==> src/rtl/oled_parser_pkg.sv <==
package oled_parser_pkg;
  localparam int COL_W = 8;

  typedef enum logic [1:0] {
    MODE_IDLE = 2'd0,
    MODE_CMD  = 2'd1,
    MODE_DATA = 2'd2
  } mode_e;

  typedef enum logic [3:0] {
    OP_LOWCOL, OP_HICOL, OP_START, OP_PAGE, OP_FLIP, OP_ALLLIT,
    OP_INV, OP_EN, OP_PARAM, OP_NOP, OP_BAD
  } op_kind_e;

  typedef struct packed {
    op_kind_e kind;
    logic     setval;
  } op_t;
endpackage

==> src/rtl/oled_opcode_decode.sv <==
module oled_opcode_decode
  import oled_parser_pkg::*;
(
  input  logic [7:0] op,
  output op_t        dec
);
  always_comb begin
    dec.setval = op[0];
    dec.kind   = OP_BAD;
    if (op <= 8'h0F)                      dec.kind = OP_LOWCOL;
    else if (op <= 8'h20)                 dec.kind = OP_HICOL;
    else if (op >= 8'h40 && op <= 8'h7F)  dec.kind = OP_START;
    else if (op >= 8'hB0 && op <= 8'hBF)  dec.kind = OP_PAGE;
    else if (op >= 8'hC0 && op <= 8'hC8)  dec.kind = OP_NOP;
    else begin
      case (op)
        8'h81, 8'hA8, 8'hAD, 8'hD3, 8'hD5,
        8'hD8, 8'hD9, 8'hDA, 8'hDB:        dec.kind = OP_PARAM;
        8'hA0, 8'hA1:                      dec.kind = OP_FLIP;
        8'hA4, 8'hA5:                      dec.kind = OP_ALLLIT;
        8'hA6, 8'hA7:                      dec.kind = OP_INV;
        8'hAE, 8'hAF:                      dec.kind = OP_EN;
        8'hE3:                             dec.kind = OP_NOP;
        default:                           dec.kind = OP_BAD;
      endcase
    end
  end
endmodule

==> src/rtl/oled_mode_fsm.sv <==
module oled_mode_fsm
  import oled_parser_pkg::*;
(
  input  logic       clk,
  input  logic       rst_n,
  input  logic       byte_valid,
  input  logic [7:0] byte_data,
  input  logic       start_evt,
  input  logic       stop_evt,
  input  logic       needs_param,
  output logic       cmd_fire,
  output logic       data_fire,
  output logic       sel_err
);
  mode_e mode_q, mode_d;
  logic  skip_q, skip_d;
  logic  sel_err_q, sel_err_d;
  logic  evt;

  assign evt = start_evt | stop_evt;

  always_comb begin
    mode_d    = mode_q;
    skip_d    = skip_q;
    sel_err_d = 1'b0;
    cmd_fire  = 1'b0;
    data_fire = 1'b0;
    if (evt) begin
      mode_d = MODE_IDLE;
      skip_d = 1'b0;
    end else if (byte_valid) begin
      case (mode_q)
        MODE_IDLE: begin
          if (byte_data == 8'h80)      mode_d = MODE_CMD;
          else if (byte_data == 8'h40) mode_d = MODE_DATA;
          else                         sel_err_d = 1'b1;
        end
        MODE_CMD: begin
          mode_d = MODE_IDLE;
          if (skip_q) begin
            skip_d = 1'b0;
          end else begin
            cmd_fire = 1'b1;
            skip_d   = needs_param;
          end
        end
        MODE_DATA: data_fire = 1'b1;
        default:   mode_d = MODE_IDLE;
      endcase
    end
  end

  always_ff @(posedge clk or negedge rst_n) begin
    if (!rst_n) begin
      mode_q    <= MODE_IDLE;
      skip_q    <= 1'b0;
      sel_err_q <= 1'b0;
    end else begin
      mode_q    <= mode_d;
      skip_q    <= skip_d;
      sel_err_q <= sel_err_d;
    end
  end

  assign sel_err = sel_err_q;

  AST_EVENT_IDLE: assert property (@(posedge clk) disable iff (!rst_n)
    evt |=> (mode_q == MODE_IDLE)) else $error("event did not idle parser");

  AST_CMD_THEN_IDLE: assert property (@(posedge clk) disable iff (!rst_n)
    (byte_valid && !evt && mode_q == MODE_CMD) |=> (mode_q == MODE_IDLE)) else $error("command mode persisted");
endmodule

==> src/rtl/oled_disp_state.sv <==
module oled_disp_state
  import oled_parser_pkg::*;
#(
  parameter int COLS   = 132,
  parameter int PAGES  = 8,
  parameter int LINE_W = 6
) (
  input  logic                       clk,
  input  logic                       rst_n,
  input  logic                       cmd_fire,
  input  logic                       data_fire,
  input  logic [7:0]                 byte_data,
  input  op_t                        dec,
  output logic                       mem_we,
  output logic [$clog2(COLS*PAGES)-1:0] mem_addr,
  output logic [7:0]                 mem_wdata,
  output logic [COL_W-1:0]           col_ptr,
  output logic [$clog2(PAGES)-1:0]   page_ptr,
  output logic [LINE_W-1:0]          start_line,
  output logic                       flip,
  output logic                       all_lit,
  output logic                       invert,
  output logic                       panel_en,
  output logic                       cmd_err,
  output logic                       redraw
);
  localparam int ADDR_W  = $clog2(COLS*PAGES);
  localparam int PAGE_W  = $clog2(PAGES);
  localparam int TOTAL   = COLS*PAGES;
  localparam logic [COL_W-1:0] NCOLS    = COL_W'(COLS);
  localparam logic [COL_W-1:0] LAST_COL = COL_W'(COLS-1);

  logic [COL_W-1:0]  col_q, col_d;
  logic [PAGE_W-1:0] page_q, page_d;
  logic [LINE_W-1:0] line_q, line_d;
  logic flip_q, flip_d, lit_q, lit_d, inv_q, inv_d, en_q, en_d;
  logic we_q, we_d, cerr_q, cerr_d, redraw_q, redraw_d;
  logic [ADDR_W-1:0] addr_q, addr_d;
  logic [7:0] wdata_q, wdata_d;
  logic upd_en;

  assign upd_en = cmd_fire | data_fire;

  always_comb begin
    col_d    = col_q;
    page_d   = page_q;
    line_d   = line_q;
    flip_d   = flip_q;
    lit_d    = lit_q;
    inv_d    = inv_q;
    en_d     = en_q;
    addr_d   = addr_q;
    wdata_d  = wdata_q;
    we_d     = 1'b0;
    cerr_d   = 1'b0;
    redraw_d = 1'b0;
    if (data_fire) begin
      if (col_q < NCOLS) begin
        we_d     = 1'b1;
        addr_d   = ADDR_W'(page_q) * ADDR_W'(COLS) + ADDR_W'(col_q);
        wdata_d  = byte_data;
        redraw_d = 1'b1;
      end
      col_d = (col_q >= LAST_COL) ? '0 : col_q + 1'b1;
    end else if (cmd_fire) begin
      case (dec.kind)
        OP_LOWCOL: col_d  = {col_q[COL_W-1:4], byte_data[3:0]};
        OP_HICOL:  col_d  = {byte_data[3:0], col_q[3:0]};
        OP_PAGE:   page_d = byte_data[PAGE_W-1:0];
        OP_START: begin
          line_d   = byte_data[LINE_W-1:0];
          redraw_d = (line_q != byte_data[LINE_W-1:0]);
        end
        OP_FLIP: begin
          flip_d   = dec.setval;
          redraw_d = (flip_q != dec.setval);
        end
        OP_ALLLIT: begin
          lit_d    = dec.setval;
          redraw_d = (lit_q != dec.setval);
        end
        OP_INV: begin
          inv_d    = dec.setval;
          redraw_d = (inv_q != dec.setval);
        end
        OP_EN: begin
          en_d     = dec.setval;
          redraw_d = (en_q != dec.setval);
        end
        OP_BAD:    cerr_d = 1'b1;
        default:   ;
      endcase
    end
  end

  always_ff @(posedge clk or negedge rst_n) begin
    if (!rst_n) begin
      col_q  <= '0;
      page_q <= '0;
      line_q <= '0;
      flip_q <= 1'b0;
      lit_q  <= 1'b0;
      inv_q  <= 1'b0;
      en_q   <= 1'b0;
      addr_q <= '0;
      wdata_q <= '0;
    end else if (upd_en) begin
      col_q  <= col_d;
      page_q <= page_d;
      line_q <= line_d;
      flip_q <= flip_d;
      lit_q  <= lit_d;
      inv_q  <= inv_d;
      en_q   <= en_d;
      addr_q <= addr_d;
      wdata_q <= wdata_d;
    end
  end

  always_ff @(posedge clk or negedge rst_n) begin
    if (!rst_n) begin
      we_q     <= 1'b0;
      cerr_q   <= 1'b0;
      redraw_q <= 1'b0;
    end else begin
      we_q     <= we_d;
      cerr_q   <= cerr_d;
      redraw_q <= redraw_d;
    end
  end

  assign mem_we     = we_q;
  assign mem_addr   = addr_q;
  assign mem_wdata  = wdata_q;
  assign col_ptr    = col_q;
  assign page_ptr   = page_q;
  assign start_line = line_q;
  assign flip       = flip_q;
  assign all_lit    = lit_q;
  assign invert     = inv_q;
  assign panel_en   = en_q;
  assign cmd_err    = cerr_q;
  assign redraw     = redraw_q;

  AST_COL_WRAP: assert property (@(posedge clk) disable iff (!rst_n)
    (data_fire && col_q == LAST_COL) |=> (col_q == '0)) else $error("column did not wrap");

  AST_PAGE_HELD: assert property (@(posedge clk) disable iff (!rst_n)
    data_fire |=> $stable(page_q)) else $error("page moved on data");

  AST_WRITE_IN_RANGE: assert property (@(posedge clk) disable iff (!rst_n)
    we_q |-> (int'(addr_q) < TOTAL)) else $error("write outside frame");

  AST_WRITE_REDRAW: assert property (@(posedge clk) disable iff (!rst_n)
    we_q |-> redraw_q) else $error("write without redraw");
endmodule

==> src/rtl/oled_byte_parser.sv <==
module oled_byte_parser
  import oled_parser_pkg::*;
#(
  parameter int COLS   = 132,
  parameter int PAGES  = 8,
  parameter int LINE_W = 6
) (
  input  logic                          clk,
  input  logic                          rst_n,
  input  logic                          byte_valid,
  input  logic [7:0]                    byte_data,
  input  logic                          start_evt,
  input  logic                          stop_evt,
  input  logic                          read_req,
  output logic                          mem_we,
  output logic [$clog2(COLS*PAGES)-1:0] mem_addr,
  output logic [7:0]                    mem_wdata,
  output logic [COL_W-1:0]              col_ptr,
  output logic [$clog2(PAGES)-1:0]      page_ptr,
  output logic [LINE_W-1:0]             start_line,
  output logic                          flip,
  output logic                          all_lit,
  output logic                          invert,
  output logic                          panel_en,
  output logic                          sel_err,
  output logic                          cmd_err,
  output logic                          rd_unsup,
  output logic                          redraw
);
  logic [1:0] rst_sync_q;
  logic       rst_int_n;
  logic       cmd_fire, data_fire, needs_param;
  logic       rd_q;
  op_t        dec;

  always_ff @(posedge clk or negedge rst_n) begin
    if (!rst_n) rst_sync_q <= 2'b00;
    else        rst_sync_q <= {rst_sync_q[0], 1'b1};
  end
  assign rst_int_n = rst_sync_q[1];

  oled_opcode_decode i_decode (
    .op  (byte_data),
    .dec (dec)
  );

  assign needs_param = (dec.kind == OP_PARAM);

  oled_mode_fsm i_fsm (
    .clk         (clk),
    .rst_n       (rst_int_n),
    .byte_valid  (byte_valid),
    .byte_data   (byte_data),
    .start_evt   (start_evt),
    .stop_evt    (stop_evt),
    .needs_param (needs_param),
    .cmd_fire    (cmd_fire),
    .data_fire   (data_fire),
    .sel_err     (sel_err)
  );

  oled_disp_state #(.COLS(COLS), .PAGES(PAGES), .LINE_W(LINE_W)) i_state (
    .clk        (clk),
    .rst_n      (rst_int_n),
    .cmd_fire   (cmd_fire),
    .data_fire  (data_fire),
    .byte_data  (byte_data),
    .dec        (dec),
    .mem_we     (mem_we),
    .mem_addr   (mem_addr),
    .mem_wdata  (mem_wdata),
    .col_ptr    (col_ptr),
    .page_ptr   (page_ptr),
    .start_line (start_line),
    .flip       (flip),
    .all_lit    (all_lit),
    .invert     (invert),
    .panel_en   (panel_en),
    .cmd_err    (cmd_err),
    .redraw     (redraw)
  );

  always_ff @(posedge clk or negedge rst_int_n) begin
    if (!rst_int_n) rd_q <= 1'b0;
    else            rd_q <= read_req;
  end
  assign rd_unsup = rd_q;

  AST_ERR_EXCL: assert property (@(posedge clk) disable iff (!rst_int_n)
    $onehot0({sel_err, cmd_err, mem_we})) else $error("overlapping byte outcomes");

  AST_RD_PULSE: assert property (@(posedge clk) disable iff (!rst_int_n)
    read_req |=> rd_unsup) else $error("read not flagged");
endmodule

==> config.mk <==
export PLATFORM = sky130hd
export DESIGN_NAME = oled_byte_parser
export DESIGN_NICKNAME = d
export VERILOG_FILES = /design/src/rtl/oled_parser_pkg.sv /design/src/rtl/oled_opcode_decode.sv /design/src/rtl/oled_mode_fsm.sv /design/src/rtl/oled_disp_state.sv /design/src/rtl/oled_byte_parser.sv
export SDC_FILE = /design/constraint.sdc
export NUM_CORES = 1
export LEC_CHECK = 0
export ABC_AREA = 0
export CORE_MARGIN = 4
export CORE_UTILIZATION = 40
export DETAILED_ROUTE_END_ITERATION = 8
export DONT_BUFFER_PORTS = 1
export GPL_ROUTABILITY_DRIVEN = 0
export PLACE_DENSITY = 0.63
export SLEW_MARGIN = 20
export SYNTH_ARGS = -nofsm -noshare
export SYNTH_HDL_FRONTEND = slang
export SYNTH_HIERARCHICAL = 1
export SYNTH_SLANG_ARGS = --single-unit
==> constraint.sdc <==
create_clock -name clk -period 1.5 [get_ports clk]
set_clock_uncertainty 0.15 [all_clocks]
set_input_delay 0.375 -clock clk [delete_from_list [all_inputs] [get_ports clk]]
set_output_delay 0.375 -clock clk [all_outputs]
set_load 0.005 [all_outputs]
==> results of run 1 <==
[state kept, by name, summed over array words and instances (netlist names), 2 cells and up]
| name | count |
|---|---|
| i_state/page_ptr | 3 |
| i_fsm/mode_q | 2 |
| i_state/col_ptr | 8 |
| i_state/mem_addr | 11 |
| i_state/mem_wdata | 8 |
| i_state/start_line | 6 |
| rst_sync_q | 2 |
[path summary, 6_finish.rpt]
| kind | to | slack (ps) | cells after the start | startpoint |
|---|---|---|---|---|
| min reg2reg | i_state/all_lit$_DFFE_PN0P_ | 100 | 1 | rst_sync_q[1]$_DFF_PN0_ |
| max in group asynchronous | i_state/start_line[3]$_DFFE_PN0P_ | 340 | 1 | rst_sync_q[1]$_DFF_PN0_ |
| max | i_state/redraw$_DFF_PN0_ | -790 | 11 | byte_data[0] |
| max reg2reg | i_state/col_ptr[6]$_DFFE_PN0P_ | -410 | 7 | i_fsm/mode_q[0]$_DFFE_PN0P_ |
| min in group asynchronous | i_state/all_lit$_DFFE_PN0P_ | 100 | 1 | rst_sync_q[1]$_DFF_PN0_ |
| min | i_fsm/mode_q[1]$_DFFE_PN0P_ | 20 | 1 | byte_valid |
[through the flow]
| step | hold slack (ps) | util [%] | worst slack, ps | cells |
|---|---|---|---|---|
| after CTS | 14.16 | 55.82 | -735.1 | 449 |
| after global routing | 6.630 | 57.89 | -897.6 | 454 |
| final | 23.30 | 57.89 | -788.6 | 454 |
| after floorplan | -70.59 | - | -1082 | 277 |
| after global placement | -70.53 | 51.14 | -1044 | 427 |
| after detailed placement | -70.53 | 51.14 | -1116 | 427 |
[report_power, final]
| group | total, mW | switching, mW | leakage [nW] | internal [mW] |
|---|---|---|---|---|
| Combinational | 0.250 | 0.118 | 1.13 | 0.131 |
| Clock | 0.818 | 0.446 | 0.0472 | 0.371 |
| Sequential | 1.38 | 0.0127 | 0.678 | 1.36 |
[cell type report]
type	count	area share, %
clock buffers	6	2.054
clock inverters	2	0.3112
inverters	13	1.276
multi-input cells	202	44.07
flip-flops and latches	50	31.25
well taps	96	2.988
repair buffers	85	18.05
[logic make-up (layout without fill, tap and decap cells)]
group                      Yosys count  count (layout)  share of synthesized area (%)
AOI/OAI and AO/OA                   60              60                          14.56
xor gates and xnor gates            14              14                          4.210
adders and majority gates            6               6                          2.835
buffers and inverters               25             106                          4.811
DFF                                 50              50                          42.96
muxes                               25              25                          11.04
other                                1               1                         0.1287
and+or+nand+nor                     96              96                          19.46
[timing repair]
action | 4_1_cts | 5_1_grt
gates cloned | 2 | 0
setup endpoints to repair | 47 | 47
hold endpoints to repair | 11 | 0
hold buffers | 3 | 0
gates resized for setup | 33 | 23
pin swaps | 11 | 16
setup buffers | 10 | 6
[layer usage]
metal,part of all wire [%],wire length (um),vias to the layer above
li1,-,-,1163
met1,43,3256,1181
met2,50,3818,55
met3,5.8,444,8
met4,1.4,105,0
met5,0,0,-
[worst reg2reg max path, stage by stage, from the launching register on]
cell and delay [ps]:
dfrtp_1 400, nor2_2 60, and3_4 180, nor2b_4 140, buf_4 150, a31oi_4 310
o21ai_1 130, a221o_1 300
[synth_stat cells, types with 2 or more instances]
master / count / area, sq um
buf_6: 5 / 56.30
a211oi_1: 2 / 15.01
nor3_1: 6 / 30.03
inv_1: 13 / 48.80
nand2b_1: 4 / 25.02
nor4_1: 2 / 12.51
nand2_1: 23 / 86.33
nor2b_1: 4 / 25.02
o21ai_1: 2 / 10.01
a221o_1: 3 / 30.03
dfrtp_1: 50 / 1251
xnor2_1: 7 / 61.31
ha_1: 5 / 62.56
nand4_1: 6 / 37.54
o21ai_0: 22 / 110.1
a31oi_1: 4 / 25.02
nor2_1: 12 / 45.04
mux2_2: 13 / 146.4
xor2_1: 7 / 61.31
and3_1: 4 / 25.02
clkbuf_1: 2 / 7.510
or3_1: 2 / 12.51
o2111ai_1: 2 / 17.52
and2b_1: 3 / 22.52
and2_1: 2 / 12.51
buf_2: 3 / 15.01
mux2_4: 11 / 165.2
a32oi_1: 2 / 17.52
nor3b_1: 5 / 37.54
a21oi_1: 8 / 40.04
nand3_1: 8 / 40.04
==> impl_results.md, run 1 <==
- Status: complete, but fails checks
- Failing checks: negative setup slack
- Setup ws final: -788.6 ps
- IO Count: 59
- DR vias/cell: roughly 5.3
- Final Cycle Share: 152.6%
- Gr usage total: between 10% and 20%
- Clock Latency Late Sink: 310 ps
- CTS root buffer: clkbuf_8
- Drt pass-1 iters: 4
- Tot Pwr: roughly 2.4 mW
- Post-Synthesis Cells: 277
- Largest net degree at the start of global routing: 41
- Seq. cell area: 1256 sq um
- Die W: 93.34 um
- Post-Syn Nets: around 300
- CP arrival: 2330 ps
- Max Fclk: ~0.44 GHz
- GR Util met2: 30.55%
- Final WL: around 7.6 mm
- Min cycle time layout: 2289 ps
- Crit Path Max Fanout: 19
- Netlist Area Pre-Place: approximately 2900 sq um
- RSZ-0062 raised after global routing: true
- Fin nets: between 300 and 400
- Number of fillers in the final layout: between 500 and 600
- Post-synth EDFFs: 0
- Critical path type: input port to register
- Vias post-DR: roughly 2400
- Critical path's largest stage delay: approximately 400 ps
- Initial detailed-routing violation count: 95
- Most frequent cells in the layout: buf_4 (68), dfrtp_1 (46), nand2_1 (19)
- Hold Path Class: input port to register
- Fin. Hold Viols: 0
- Commonest non-fill, non-tap cell in the layout: buf_4
- Met1 GRT Util: between 20% and 30%
- Setup violators final: 46
- Worst path cell trace: or3_4 -> a2111oi_4 -> nor3_2 -> a32oi_1 -> buf_4 -> buf_4 -> buf_4 -> nor2b_2 -> nand3_4 -> a31oi_1 -> a211o_1
- Mean Syn Cell Area: 10.52 sq um
- Row Count: 30
- Worst path slowest cell: or3_4
- Die Area: ~8700 sq um
- Drt drc: 0
- Yosys cell types: 66
- Final TNS setup: -23170 ps
- Worst-path clk slew: around 90 ps
- First-pass GRT wire length: between 10 and 15 mm
- Synth Warn #: 6
- Post-synth ARST share: 100.0%
- Top_reg_cell synth: dfrtp_1
- Area of the multi-input gates: about 1800 sq um
- Total gr overflow: 0
- Design area: a little over 4000 sq um
- Pwr per Cell Area: 607.6 nW/um^2
- Area Growth Syn to Fin: 38.02%
- Critical path required time: roughly 1500 ps
- Delay-heaviest family, CP: compound AO/OA/AOI/OAI gates
- Final Slew Violations: 0
- Placeable core area: ~6900 sq um
- Leakage: 1.857 nW
- H-Tree Depth: 2
- Max Cap Viol: 0
- Most Crowded Layer GR: met2
- CP dominant cell by count: buf_4
- Initial Utilization: a little over two fifths
- Die height: roughly 93 um
- Antenna violations before repair: 0
- Avg WL per Cell: roughly 17 um
- TritonCTS Buffers: 5
- CP Buf/Inv Count: 3
- Detail Route Antenna Nets: 0
- Clock Tree Buf Depth: 2
- Met3 GRT Util: 3.781%
- Port-buffer cells: 0
- Worst setup EP type: register
- Share of post-route cells with drive strength above 1: between 40% and 50%
- Vias in the first global route: 2419
- CTS Sinks: 50
- Dpl cell area: around 3600 sq um
- Ant. Diodes: 0
- Sequential fraction of the synthesis area: between 40% and 50%
- Worst vdd ir: between 0.0004 and 0.0005 V
- Startpoint Class: input port
- #FFs+latches synth: 50
- DP HPWL: ~5.2 mm
- TritonCTS clock tree: yes
Note: power is estimated with default switching activity, not from simulation.
==> run 2: changes to the inputs <==
HOLD_SLACK_MARGIN = 0.03   (was unset)
==> run 2 against run 1 <==
  * The run still ends with negative setup slack left
  * Sequential cell count did not move
  * Register-to-register slack hardly changed
  * Worst hold slack better by 16 ps
  * Via count up 0.54%
  * Core utilization increased by 0.14 points
  * Routed wire length is 0.33% higher
==> impl_results.md, run 2 (synthesis gave the netlist of run 1 again) <==
- FF-to-FF Start: i_fsm/mode_q[0]$_DFFE_PN0P_
- FF-to-FF End: i_state/col_ptr[6]$_DFFE_PN0P_
- Clock Latency Late Sink: 310 ps (about the same)
- Worst reg2reg path depth: 7 (unchanged)
- CP endpoint: i_state/redraw$_DFF_PN0_
- DR vias/cell: 5.319 (+0.32%)
- Worst setup EP type: register
- Design area: 4030 sq um (+0.25%)
- Share of post-route cells with drive strength above 1: 47.63% (-0.13 points)
- Vias in the first global route: 2425 (+0.25%)
- Dpl cell area: 3551 sq um (unchanged)
- Pwr per Cell Area: 607.1 nW/um^2 (about the same)
- Net switching power: 0.5798 mW (+0.42%)
- Most frequent cells in the layout: buf_4 (68), dfrtp_1 (46), nand2_1 (19)
- First-pass GRT wire length: 12.43 mm (+0.16%)
- Area Growth Syn to Fin: 38.36%
- Placeable core area: 6944 sq um (unchanged)
- Largest net degree at the start of global routing: 41 (unchanged)
- Max Cap Viol: 0 (unchanged)
- Critical path required time: 1540 ps (about the same)
- Initial Utilization: 41.95% (unchanged)
- Critical path type: input port to register
- Antenna violations before repair: 0 (unchanged)
- Worst vdd ir: 0.0004780 V (about the same)
- Fin nets: 378 (+0.27%)
- Avg WL per Cell: 16.81 um (+0.11%)
- Final Util: 58.04% (+0.14 points)
- Clock Tree Buf Depth: 2 (unchanged)
- Setup WS pre-CTS: -1116 ps (unchanged)
- Comb pwr share: 10.3% (about the same)
- Clk network pwr share: 33.5% (about the same)
- Die W: 93.34 um (unchanged)
- Final WL: 7.650 mm (+0.33%)
- Setup violators final: 46 (unchanged)
- CP arrival: 2330 ps (about the same)
- Internal: 1.867 mW (about the same)
- Power share of the sequential group: 56.2% (about the same)
- Crit Path Max Fanout: 19 (unchanged)
- Vias post-DR: 2420 (+0.54%)
- Min cycle time layout: 2289 ps (+0.2350 ps)
- RSZ-0062 raised after global routing: true
- Ant. Diodes: 0 (unchanged)
- Switching part of the total: 23.70% (+0.058 points)
- CTS root buffer: clkbuf_8
- R2r setup slk: -420 ps (about the same)
- Fin. Hold Viols: 0 (unchanged)
- Setup ws final: -788.8 ps (-0.2350 ps)
- Max FFs per register: 11 (unchanged)
- Port-buffer cells: 0 (unchanged)
- Leakage: 1.861 nW (+0.22%)
- Worst-path clk slew: 100 ps (about the same)
- Total gr overflow: 0 (unchanged)
- Die height: 93.34 um (unchanged)
- Hold Path Class: input port to register
- Final Cycle Share: 152.6% (about the same)
- Max Fclk: 0.4369 GHz (about the same)
- CTS Sinks: 50 (unchanged)
- TritonCTS clock tree: yes
- Startpoint Class: input port
- Die Area: 8711 sq um (unchanged)
- Failing checks: negative setup slack
- DP HPWL: 5.228 mm (unchanged)
- Gr usage total: 17.94% (+0.034 points)
- Finished Layout Cells: 455 (+0.22%)
- Final Slew Violations: 0 (unchanged)
- Detail Route Antenna Nets: 0 (unchanged)
- IO Count: 59 (unchanged)
- Commonest non-fill, non-tap cell in the layout: buf_4
- Tot Pwr: 2.447 mW (+0.17%)
- H-Tree Depth: 2 (unchanged)
- Initial detailed-routing violation count: 115 (+21%)
- Drt drc: 0 (unchanged)
- Drt pass-1 iters: 4 (unchanged)
- Placed insts: 427 (unchanged)
- Status: complete, but fails checks
- Number of fillers in the final layout: 580 (unchanged)
- CP startpoint: byte_data[0]
- Row Count: 30 (unchanged)
- TritonCTS Buffers: 5 (unchanged)
==> run 2: worst max-delay path, stage by stage <==
cell and delay, ps:
or3_4 400, a2111oi_4 350, nor3_2 60, a32oi_1 200
buf_4 170, buf_4 130, buf_4 120, nor2b_2 50
nand3_4 150, a31oi_1 80, a211o_1 250
==> run 2: how the worst min path moves through the flow <==
stage                             from                               end  cells past startpoint
after floorplan                  rst_n           rst_sync_q[0]$_DFF_PN0_                      0
after detailed placement         rst_n           rst_sync_q[0]$_DFF_PN0_                      0
after global placement           rst_n           rst_sync_q[0]$_DFF_PN0_                      0
after CTS                 byte_data[1]   i_state/page_ptr[1]$_DFFE_PN0P_                      2
after global routing      byte_data[3]  i_state/mem_wdata[3]$_DFFE_PN0P_                      1
final                     byte_data[1]   i_state/page_ptr[1]$_DFFE_PN0P_                      2
==> run 2: power groups by stage <==
stage	sequential (mW)	clock (mW)	combinational [mW]
floorplan	1.42	0	0.141
global placement	1.41	0	0.200
detailed placement	1.41	0	0.204
CTS	1.38	0.856	0.235
global route	1.38	0.905	0.279
finish	1.38	0.819	0.253
==> run 2: timing repair <==
item / in CTS / in global routing
setup endpoints to repair: 47 / 47
pin swaps: 11 / 16
buffers inserted: 10 / 6
gates cloned: 2 / 0
resized for setup: 33 / 23
hold buffers: 4 / 0
endpoints found under the hold margin: 14 / 0
==> run 2: per-stage QoR <==
stage          setup TNS, ps  hold slack, ps
5_1_grt               -27110           43.66
3_5_place_dp          -32250          -70.53
2_1_floorplan         -29080          -70.59
3_3_place_gp          -30440          -70.53
4_1_cts               -20890           29.94
6_report              -23270           39.69
==> run 2: cell type report <==
cell class / instances / area [sq um] / share of cell area, %
clock inverters: 2 / 12.51 / 0.3105
inverters: 13 / 51.30 / 1.273
well taps: 96 / 120.1 / 2.980
multi-input cells: 202 / 1772 / 43.96
repair buffers: 86 / 735.7 / 18.26
flip-flops and latches: 50 / 1256 / 31.17
clock buffers: 6 / 82.58 / 2.049
==> run 2: routing by layer <==
layer / up-vias / global-route usage (%) / wire length, um
li1: 1164 / - / -
met1: 1186 / 22.87 / 3249
met2: 62 / 30.67 / 3814
met3: 8 / 3.781 / 481
met4: 0 / 4.884 / 105
met5: - / 0 / 0
